[src/rtl/adc2w_reader.sv]
`timescale 1ns/1ps
module adc2w_reader #(
  parameter int DIV_HALF       = 4,
  parameter int PWRUP_CYCLES   = 50000,
  parameter int TIMEOUT_CYCLES = 16000000,
  parameter int FRAME_BITS     = 32
) (
  input  logic                  clk,
  input  logic                  rst_n,
  input  logic                  enable,
  input  logic                  sdo_in,
  output logic                  sclk,
  output logic [FRAME_BITS-1:0] result,
  output logic                  data_valid,
  output logic                  busy,
  output logic                  frame_err,
  output logic                  timeout_fault
);

  localparam int DW = $clog2(DIV_HALF + 1);
  localparam int PW = $clog2(PWRUP_CYCLES + 1);
  localparam int TW = $clog2(TIMEOUT_CYCLES + 1);
  localparam int BW = $clog2(FRAME_BITS + 1);

  typedef enum logic [1:0] {S_PWRUP, S_IDLE, S_WAIT, S_SHIFT} st_t;

  st_t                  st;
  logic [PW-1:0]        pu_cnt;
  logic [TW-1:0]        to_cnt;
  logic [DW-1:0]        ph_cnt;
  logic [BW-1:0]        bit_cnt;
  logic [FRAME_BITS-1:0] shreg;
  logic                 lo_seen;

  wire pu_done = (st != S_PWRUP);
  wire ph_end  = (ph_cnt == DW'(DIV_HALF - 1));
  wire rise    = (st == S_SHIFT) && ph_end && !sclk;
  wire fall    = (st == S_SHIFT) && ph_end && sclk;
  wire last    = fall && (bit_cnt == BW'(FRAME_BITS - 1));
  wire ready   = lo_seen && !sdo_in;

  assign busy = (st == S_SHIFT);

  always_ff @(posedge clk) begin
    if (!rst_n) begin
      st            <= S_PWRUP;
      pu_cnt        <= '0;
      to_cnt        <= '0;
      ph_cnt        <= '0;
      bit_cnt       <= '0;
      shreg         <= '0;
      lo_seen       <= 1'b0;
      sclk          <= 1'b0;
      result        <= '0;
      data_valid    <= 1'b0;
      frame_err     <= 1'b0;
      timeout_fault <= 1'b0;
    end else begin
      data_valid <= 1'b0;
      case (st)
        S_PWRUP: begin
          if (pu_cnt == PW'(PWRUP_CYCLES - 1)) st <= S_IDLE;
          else pu_cnt <= pu_cnt + 1'b1;
        end
        S_IDLE: begin
          if (enable) begin
            st      <= S_WAIT;
            lo_seen <= 1'b0;
            to_cnt  <= '0;
          end
        end
        S_WAIT: begin
          if (!enable) begin
            st <= S_IDLE;
          end else if (ready) begin
            st            <= S_SHIFT;
            ph_cnt        <= '0;
            bit_cnt       <= '0;
            timeout_fault <= 1'b0;
          end else begin
            lo_seen <= !sdo_in;
            if (to_cnt == TW'(TIMEOUT_CYCLES - 1)) begin
              timeout_fault <= 1'b1;
              to_cnt        <= '0;
            end else begin
              to_cnt <= to_cnt + 1'b1;
            end
          end
        end
        S_SHIFT: begin
          ph_cnt <= ph_end ? '0 : ph_cnt + 1'b1;
          if (ph_end) sclk <= !sclk;
          if (rise) shreg <= {shreg[FRAME_BITS-2:0], sdo_in};
          if (fall) bit_cnt <= bit_cnt + 1'b1;
          if (last) begin
            result     <= shreg;
            frame_err  <= shreg[FRAME_BITS-1];
            data_valid <= 1'b1;
            lo_seen    <= 1'b0;
            to_cnt     <= '0;
            st         <= enable ? S_WAIT : S_IDLE;
          end
        end
        default: st <= S_PWRUP;
      endcase
    end
  end

endmodule

[config.mk]
export PLATFORM = sky130hd
export DESIGN_NAME = adc2w_reader
export DESIGN_NICKNAME = d
export VERILOG_FILES = /design/src/rtl/adc2w_reader.sv
export SDC_FILE = /design/constraint.sdc
export NUM_CORES = 1
export LEC_CHECK = 0
export BUFFER_PORTS_ARGS = -buffer_cell sky130_fd_sc_hd__buf_4
export CAP_MARGIN = 40
export CORE_MARGIN = 2
export CORE_UTILIZATION = 30
export CTS_BUF_LIST = sky130_fd_sc_hd__clkbuf_8
export DETAILED_ROUTE_END_ITERATION = 12
export REMOVE_ABC_BUFFERS = 1
export SETUP_SLACK_MARGIN = 0.5
export SYNTH_ARGS = -nofsm -noshare
export SYNTH_HDL_FRONTEND = slang
export SYNTH_SLANG_ARGS = --single-unit
[constraint.sdc]
create_clock -name clk -period 2.2 [get_ports clk]
set_input_delay 0.33 -clock clk [delete_from_list [all_inputs] [get_ports clk]]
set_output_delay 0.33 -clock clk [all_outputs]
set_load 0.005 [all_outputs]
Yosys cells after proc, flatten, opt, wreduce, memory -nomap -nowiden
Index checks and enable logic that the tools add are counted.

operators by class
  $add $sub $neg = 4
  eq/ne operators = 15
  multiplexer cells = 29
  bitwise operators = 1
  reductions and logical operators = 21

operator list
  operator                 number
  $mux W24                 5
  $pmux W24 S3             1
  $add A24 B1 Y24 const B  1
  $eq A24 B24 Y1 const B   1
  $mux W6                  3
  $add A16 B1 Y16 const B  1
  $eq A16 B16 Y1 const B   1
  $mux W2                  6
  $pmux W6 S2              1
  $ne A2 B2 Y1 const B     5
  $reduce_and A2 Y1        5
  $mux W3                  3
  $pmux W2 S4              1
  $reduce_and A4 Y1        2
  $mux W1                  7
  $add A6 B1 Y6 const B    1
  $eq A6 B5 Y1 const B     1
  $pmux W3 S2              1
  $reduce_and A3 Y1        2
  $logic_and A1 B1 Y1      5
  $reduce_and A5 Y1        1
  $eq A2 B2 Y1 const B     2
  $ne A2 B1 Y1 const B     2
  $reduce_bool A2 Y1       2
  9 further kinds          10

word-level totals
  flip-flop bits (word level) = 120
  bits of input ports = 4
  logic and storage cells = 82

Logic depth before layout (Yosys ltp)
Gate-level depths: netlist of run 1.

  depth after elaboration = 6
  mapped depth = 8
  gate-level depth less buffers = 6

Worst setup path after synthesis of run 1
OpenSTA, ideal clock, no wires.

  path type = register to register
  start = register pu_cnt[7]
  end = register pu_cnt[10]
  library setup time = 0.115 ns
  arrival time = 1.923 ns
  data required time = 2.085 ns
  path slack = 0.162 ns
  stages on the path, launching flop included = 7
  path buffers = 1
  cell sequence = dfxtp_1 > or4b_1 > o41ai_4 > buf_4 > nor3_1 > xor2_1 > and2_1

between the ends
  word-level cells in the longest chain between the ends = 3
  elaborated cells between the ends (all ways) = 4

RTL lines
  element                                                                  line  RTL
  start, declared                                                          28    logic [PW-1:0] pu_cnt;
  start signal, assigned                                                   63    else pu_cnt <= pu_cnt + 1'b1;
  parallel branches: the longest is 3 deep, another holds $add A16 B1 Y16  -

Several ways; the timed one is not identified.
A chain may end at the register's enable or synchronous reset.

Final worst setup path of run 1
  start = register to_cnt[8]
  end = register to_cnt[21]

between the ends
  word-level cells in the longest chain between the ends = 5
  elaborated cells between the ends (all ways) = 6

RTL lines
  element                                                   line    RTL
  start, declared                                           29      logic [TW-1:0] to_cnt;
  start signal, assigned                                    86      to_cnt <= to_cnt + 1'b1;
  $add A24 B1 Y24 / $eq A24 B24 Y1 (equally long branches)  86, 82
  $mux W24 *                                                82      if (to_cnt == TW'(TIMEOUT_CYCLES - 1)) begin
  $mux W24 *                                                75      end else if (ready) begin
  $mux W24 *                                                73      if (!enable) begin
  $pmux W24 S3 *                                            60      case (st)

Mark *: on every way between the ends. The rest lies on a longest branch, timed or not. The select of a mux whose other input is x is not followed.

==> impl.org, run 1 <==
** Clock network
- TritonCTS built the clock tree.
- H-Tree Depth :: 4
- The root buffer cell chosen for the clock tree is sky130_fd_sc_hd__clkbuf_8.
- Clock latency of the later-clocked register in the worst-skew pair :: 450 ps
- The clock passes through at most 2 buffers.
- Clock slew at the register clock pins of the worst setup and hold paths :: 80 ps
- Total clock buffers created by CTS :: 17
- For this design, the CTS-stage hold fixing added 0 buffers.
- # clock sinks :: 119

** Global routing
- The via count of the first global-routing pass was 4289.
- Maximum number of pins on one net before global-route repair :: 63
- The first global-routing pass estimated 20.3 mm of wire.
- Antenna violations before repair :: 0
- Overflow after GRT :: 0
- Global routing consumed, over all layers together, 13.7% of the routing resources.

** Timing
- Setup violations remaining at the end of the flow were counted as 0.
- Final critical-path required period :: 1930 ps
- Final hold vios :: 0
- Clock Skew :: 11.3 ps
- Static timing analysis puts the maximum clock frequency at 517 MHz.
- After layout, the worst path uses 87.9% of the clock period.
- The worst path meets setup with 266 ps of slack.
- In this run the tightest slew margin relative to its limit is 70.5%.
- The number of pins exceeding their max-slew limit in the final report is 0.
- At the pin with the least slew margin, the transition time is 442 ps.
- Unrepaired setup endpoints after global routing :: yes

** Min path
- In this run the worst hold path is classified as input pin to register.

** Placement
- Post-DP HPWL :: 7.18 mm
- The congestion estimate from routability-driven global placement came to 0.767.
- Setup WS pre-CTS :: 26.5 ps
- Number of port buffers :: 40
- Once placement finished, the instance area stood at 5810 um2.

** Synth
- Portion of the post-synthesis area used by sequential elements :: 46.1%
- Largest area contributor in the netlist :: sky130_fd_sc_hd__dfxtp_1
- The synthesized design devotes to its leading area cell type 46.1% of total area.
- Post-synth EDFFs :: 0
- Total of warnings raised by yosys :: 0
- Sorting the synthesized cells by how often they occur yields 153 x sky130_fd_sc_hd__nand2_1, 119 x sky130_fd_sc_hd__dfxtp_1, 69 x sky130_fd_sc_hd__a21boi_1.
- Counting every instance in the synthesized netlist gives 609.
- FF+latch count, synth :: 119
- For this run, the leading register cell type out of synthesis is sky130_fd_sc_hd__dfxtp_1.
- Mapped Avg Cell Area :: 8.48 um2
- Number of distinct library cells after synthesis :: 51
- Post-synthesis instance area :: 5160 um2
- Most common cell in the netlist :: sky130_fd_sc_hd__nand2_1
- After synthesis, the cell types taking the most area are sky130_fd_sc_hd__dfxtp_1 46%, sky130_fd_sc_hd__nand2_1 11%, sky130_fd_sc_hd__a21boi_1 10%.
- In the synthesized netlist the async set-or-reset flop fraction comes to 0%.

** Power and ir drop
- Power spread over the standard cell area amounts to 564 nW/um2.
- Leakage :: 2.60 nW
- VDD sags by at most 381 uV.
- Total power for the finished layout comes to 4.12 mW.

** Critical path
- Nature of the critical path endpoint :: register
- Classification of the worst setup path :: register to register
- Req. time, crit path :: 2590 ps
- STA classifies the critical path startpoint as a register.
- For the worst setup path, the data arrival time is 2320 ps.
- Critical-path maximum fanout :: 7

** Die
- Chip height :: 135 um
- The floorplan step defined a die boundary enclosing 18300 um2.
- The floorplan has 47 rows.
- Initial Utilization :: 30.9%
- Overall die width :: 135 um
- Top-Level Pins :: 41
- The total area inside the core boundary comes to 16700 um2.

** Drt
- For this block, the initial DRC count from the detailed router was 197.
- Dividing the detail-routed via count by the number of cells gives 4.89.
- Routed Wire Length :: 12.9 mm
- The final route contains 4581 vias.
- Wire length per cell after detailed routing :: 13.8 um
- Remaining DRCs :: 0
- Once detail routing completed, the nets flagged for antenna violations numbered 0.
- For this run, the detailed router's first-pass iteration total came to 4.

** Cells and area
- The filler cells instantiated in the layout total 1610.
- From synthesis to final layout, the design area changed by 41.3%.
- Layout cell share with drive strength beyond 1 :: 38.3%
- 0 antenna diodes ended up in the layout.
- After routing the design area is 7290 um2.
- After the last flow step, the layout net total stands at 711.

** Run
- Max-capacitance violation count :: 0

** Run status
- The flow ran to the end, and the final reports show no timing, DRC or antenna violations.
==> kinds of logic (layout without fill, tap and decap cells) <==
logic type      after synthesis  after routing  synth area share (%)
fa+ha+maj                     4              4                 0.969
flops                       119            119                  46.1
xor+xnor                     19             19                  3.22
simple gates                285            285                  27.4
compound gates              132            132                  17.9
mux                           2              2                 0.388
buf+inv                      48            155                  4.05
==> registers in the layout, indices dropped and copies added, names as in the netlist <==
| signal | flops |
|---|---|
| result | 31 |
| to_cnt | 24 |
| bit_cnt | 6 |
| frame_err | 1 |
| st | 2 |
| sclk | 1 |
| pu_cnt | 16 |
| ph_cnt | 3 |
| data_valid | 1 |
| shreg | 32 |
| lo_seen | 1 |
| timeout_fault | 1 |
==> metrics by stage <==
| stage | TNS [ps] | util, % | hold WS, ps | instances |
|---|---|---|---|---|
| after floorplan | -28430 | - | 435 | 571 |
| after global placement | 0 | 34.8 | 439 | 859 |
| after detailed placement | 0 | 34.8 | 443 | 859 |
| after CTS | 0 | 39.6 | 158 | 917 |
| after global routing | 0 | 43.7 | 173 | 936 |
| final | 0 | 43.7 | 177 | 936 |
==> path summary, 6_finish.rpt <==
check	start	endpoint	slack (ps)	cells after the start
setup / recovery	to_cnt[8]	to_cnt[21]	270	6
hold / removal	sdo_in	lo_seen	180	3
setup reg to reg	to_cnt[8]	to_cnt[21]	270	6
hold reg to reg	shreg[12]	shreg[13]	460	2
==> area by class of cell <==
class | instances | area, um2 | share of cell area [%]
clock buffers | 18 | 248 | 3.40
clock inverters | 14 | 125 | 1.72
multi-input cells | 442 | 3180 | 43.6
repair buffers | 113 | 1010 | 13.9
well taps | 220 | 275 | 3.77
inverters | 10 | 37.5 | 0.515
flip-flops and latches | 119 | 2420 | 33.2
==> routing by layer <==
metal / track usage (%) / vias to the layer above / routed length (um)
met3: 3.97 / 20 / 449
met2: 22.6 / 74 / 6270
met5: 0 / - / 0
met4: 5.21 / 0 / 182
li1: - / 2296 / -
met1: 17.0 / 2191 / 6030
==> cells in the final DEF, fill, tap and decap left out, types with 4 or more instances in the layout <==
cell and n:
sky130_fd_sc_hd__clkbuf_8 18, sky130_fd_sc_hd__nor3_2 5, sky130_fd_sc_hd__or3_1 9, sky130_fd_sc_hd__buf_6 17
sky130_fd_sc_hd__or4_1 6, sky130_fd_sc_hd__a21boi_1 56, sky130_fd_sc_hd__nand2b_1 4, sky130_fd_sc_hd__or4_4 6
sky130_fd_sc_hd__buf_4 86, sky130_fd_sc_hd__xor2_1 10, sky130_fd_sc_hd__dfxtp_2 17, sky130_fd_sc_hd__inv_1 9
sky130_fd_sc_hd__o31ai_1 9, sky130_fd_sc_hd__nor2b_1 7, sky130_fd_sc_hd__buf_12 5, sky130_fd_sc_hd__dfxtp_4 4
sky130_fd_sc_hd__and2_1 13, sky130_fd_sc_hd__nand2_4 20, sky130_fd_sc_hd__xnor2_1 9, sky130_fd_sc_hd__nand4_1 5
sky130_fd_sc_hd__nand2_2 11, sky130_fd_sc_hd__a21oi_1 14, sky130_fd_sc_hd__o21ai_0 9, sky130_fd_sc_hd__nand3_1 15
sky130_fd_sc_hd__dfxtp_1 98, sky130_fd_sc_hd__nor2_1 15, sky130_fd_sc_hd__nand2_1 122, sky130_fd_sc_hd__a21oi_2 9
sky130_fd_sc_hd__nor3_1 4, sky130_fd_sc_hd__clkinv_2 4, sky130_fd_sc_hd__a21boi_2 13
==> worst max-delay path, stage by stage (launching register included) <==
cell                      delay, ps
sky130_fd_sc_hd__dfxtp_2        380
sky130_fd_sc_hd__nand3_2         90
sky130_fd_sc_hd__or2_1          270
sky130_fd_sc_hd__or3_4          450
sky130_fd_sc_hd__buf_6          150
sky130_fd_sc_hd__or4_4          420
sky130_fd_sc_hd__a21oi_2        120
==> repair_timing <==
item	in CTS	in global routing
setup buffers	23	16
cloned	3	3
pin swaps	34	57
resized for setup	66	129
endpoints found under the setup margin	78	105
==> power by group <==
| part | leakage [nW] | switching (mW) | internal, mW | total [mW] |
|---|---|---|---|---|
| sequential | 0.970 | 0.00569 | 2.15 | 2.16 |
| combinational | 1.45 | 0.0442 | 0.0400 | 0.0842 |
| clock | 0.186 | 0.949 | 0.926 | 1.87 |
No activity file was read; power rests on OpenSTA's default activity.
==> run 2: changes to the inputs <==
--- a/config.mk
+++ b/config.mk
@@ -12,7 +12,6 @@
 export CTS_BUF_LIST = sky130_fd_sc_hd__clkbuf_8
 export DETAILED_ROUTE_END_ITERATION = 12
 export REMOVE_ABC_BUFFERS = 1
-export SETUP_SLACK_MARGIN = 0.5
 export SYNTH_ARGS = -nofsm -noshare
 export SYNTH_HDL_FRONTEND = slang
 export SYNTH_SLANG_ARGS = --single-unit
==> run 2 against run 1 <==
  * Utilization shrank 6.4 points
  * Sequential power hardly changed
  * Clock-buffer cell count stayed put
  * Via count decreased by 7.1%
  * Cell count down 4.8%
  * Hold slack improved by 12 ps
  * Clock power barely moved
  * Sequential cell count is the same
  * Global-route usage down 0.95 points
  * First-iteration DRC count is 24% higher
==> impl.org, run 2 (synthesis gave the netlist of run 1 again) <==
** Clock network
- Number of buffers inserted to repair setup after CTS :: 0 (-100%)
- The number of levels the H-tree was split into is 4 (unchanged).
- Total clock buffers created by CTS :: 17 (unchanged)
- The post-CTS resize count was 0 (-100%).
- TritonCTS built the clock tree.
- Clock root buffer :: sky130_fd_sc_hd__clkbuf_8
- The clock latency on the worst-skew pair came to 440 ps (about the same).
- Maximum clock insertion buffer count :: 2 (unchanged)
- The post-CTS clock slew at the launch and capture registers of the worst setup and hold paths was 80 ps (about the same).
- Number of hold buffers added after CTS :: 0 (unchanged)
- # clock sinks :: 119 (unchanged)

** Drt
- The via count of the routed design is 4255 (-7.1%).
- Via-to-Cell Ratio :: 4.78 (-2.4%)
- Total length of routed met3 wires :: 416 um (-7.3%)
- The post-detailed-route count of antenna-violating nets is 0 (unchanged).
- The routed length on met1 was 5.47 mm (-9.4%).
- Met2 Wirelength :: 5.05 mm (-19%)
- Wire length per cell after detailed routing :: 12.5 um (-9.8%)
- Remaining DRCs :: 0 (unchanged)
- Top routing layer in use :: met4
- DRC violation total after the first TritonRoute iteration :: 245 (+24%)
- The number of iterations in the first detailed-routing pass is 4 (unchanged).
- Routed Wire Length :: 11.1 mm (-14%)

** Critical path
- Critical-path maximum fanout :: 19 (+12)
- Critical Path Start Type :: register
- The register-to-register setup slack is 110 ps (-150 ps).
- Nature of the critical path endpoint :: register
- The data arrival time of the critical path was 2470 ps (+150 ps).
- The critical path is of the register to register type.
- In this run the worst setup path begins at ph_cnt[0].
- The startpoint identified for the worst register-to-register timing path is ph_cnt[0].
- The data required time of the worst path is 2580 ps (about the same).

** Cells and area
- Register bank with the most flops :: shreg
- Post-layout instance count excluding filler cells :: 891 (-4.8%)
- Biggest registers after layout :: shreg x32, result x31, to_cnt x24
- Area of all sequential standard cells :: 2380 um2 (-1.4%)
- The share of the core filled with cells is 37.3% (-6.4 points).
- Layout cell share with drive strength beyond 1 :: 16.8% (-21 points)
- Count of antenna diodes in the layout :: 0 (unchanged)
- In the layout the commonest cells are 153 x sky130_fd_sc_hd__nand2_1, 118 x sky130_fd_sc_hd__dfxtp_1, 69 x sky130_fd_sc_hd__a21boi_1, 64 x sky130_fd_sc_hd__buf_4, 23 x sky130_fd_sc_hd__a21oi_1.
- The area growth from synthesis to layout is 20.5%.
- Max reg flops :: 32 (unchanged)
- The area of combinational cells with multiple inputs was 2610 um2 (-18%).
- The count of fill cells added during filler insertion was 1744 (+8.3%).
- Number of nets in the finished design :: 666 (-6.3%)
- Leading cell type in the layout, fill and taps excluded :: sky130_fd_sc_hd__nand2_1

** Power and ir drop
- Peak ir drop on the vdd network :: 369 uV (-3.0%)
- Sw Ratio :: 24.0% (-0.29 points)
- Sequential Power Share :: 52.7% (+0.3 points)
- Internal power :: 3.12 mW (about the same)
- The static power due to leakage was 2.24 nW (-14%).
- The switching power of the nets was 0.983 mW (-1.6%).
- The areal power density over the cells was 659 nW/um2 (+17%).
- The clock network fraction of total power came to 45.5% (about the same).
- The power consumption was 4.10 mW (-0.37%).
- The part of the power in combinational logic was 1.9% (about the same).

** Timing
- Slew at the pin with the worst max-slew slack :: 496 ps (+54.1 ps)
- Clock Skew :: 11.7 ps (+0.385 ps)
- The worst slew margin relative to its limit was 67.0% (-3.5 points).
- The upper clock frequency limit came to 479 MHz (-7.3%).
- Unrepaired setup endpoints after global routing :: yes
- The final worst-path cycle share came to 94.9% (+7.0 points).
- Min setup slack post-route :: 113 ps (-153 ps)
- The number of pins exceeding their max-slew limit in the final report is 0 (unchanged).
- Final hold vios :: 0 (unchanged)
- Setup Viol. Count Final :: 0 (unchanged)
- The final period demand of the worst path is 2090 ps (+153 ps).
- The setup TNS came to 0 ps (unchanged).

** Run status
- The run finished with clean final reports.

** Die
- Chip height :: 135 um (unchanged)
- Initial Utilization :: 30.9% (unchanged)
- The total number of placement rows came to 47 (unchanged).
- Top-Level Pins :: 41 (unchanged)
- Full die area :: 18300 um2 (unchanged)
- Core area :: 16700 um2 (unchanged)
- The die outline width was 135 um (unchanged).

** Placement
- # placed instances :: 859 (unchanged)
- The total half-perimeter wirelength after legalization and detailed placement was 7.18 mm (unchanged).
- Placer Congestion :: 0.767 (unchanged)
- Setup WS pre-CTS :: 26.5 ps (unchanged)
- Number of port buffers :: 40 (unchanged)

** Global routing
- The number of antenna violations at the first check in global routing came to 0 (unchanged).
- The global-route usage over all layers is 12.8% (-0.95 points).
- Maximum number of pins on one net before global-route repair :: 63 (unchanged)
- Overflow after GRT :: 0 (unchanged)
- The via count of the first global-routing pass was 4066 (-5.2%).
- The first-pass GRT wire length came to 18.9 mm (-6.5%).

** Min path
- The tightest min-delay check is of the input pin to register type.
- In this run the most critical hold path is launched from sdo_in.

** Run
- Max-capacitance violation count :: 0 (unchanged)
==> run 2: cell types whose count changed in the layout (fill, tap and decap cells not counted), sizes merged <==
cell    delta
clkbuf     -2
buf       -43
==> run 2: path summary, 6_finish.rpt <==
path,cells past startpoint,end
hold reg to reg,2,result[5]
hold / removal,3,lo_seen
setup reg to reg,8,to_cnt[21]
setup / recovery,8,to_cnt[21]
==> run 2: metal layers <==
| metal | global-route usage (%) | up-vias |
|---|---|---|
| met3 | 3.85 | 16 |
| met2 | 20.9 | 56 |
| met1 | 15.9 | 1980 |
| met4 | 4.98 | 0 |
| li1 | - | 2203 |
| met5 | 0 | - |
==> run 2: final cells by class <==
type,count,share of cell area (%)
multi-input cells,442,41.9
flip-flops and latches,119,38.3
repair buffers,68,8.73
well taps,220,4.42
clock buffers,18,3.98
clock inverters,14,2.01
inverters,10,0.603
==> run 2: power groups by stage <==
stage,Combinational [mW],Sequential [mW],Clock [mW]
floorplan,0.0352,2.21,0
global placement,0.0771,2.21,0
detailed placement,0.0774,2.21,0
CTS,0.0774,2.16,1.92
global route,0.0836,2.16,2.01
finish,0.0760,2.16,1.86
==> run 2: metrics by stage <==
step | area [um2] | hold slack (ps)
2_1_floorplan | 4990 | 435
3_3_place_gp | 5810 | 439
3_5_place_dp | 5810 | 443
4_1_cts | 6180 | 164
5_1_grt | 6220 | 179
6_report | 6220 | 189
==> run 2: critical path, stage by stage, from the launching register on <==
cell	delay, ps
sky130_fd_sc_hd__dfxtp_2	340
sky130_fd_sc_hd__ha_2	220
sky130_fd_sc_hd__nand4b_4	150
sky130_fd_sc_hd__buf_6	170
sky130_fd_sc_hd__nor4_2	250
sky130_fd_sc_hd__a31oi_1	80
sky130_fd_sc_hd__buf_6	170
sky130_fd_sc_hd__or4_1	500
sky130_fd_sc_hd__a21oi_1	140
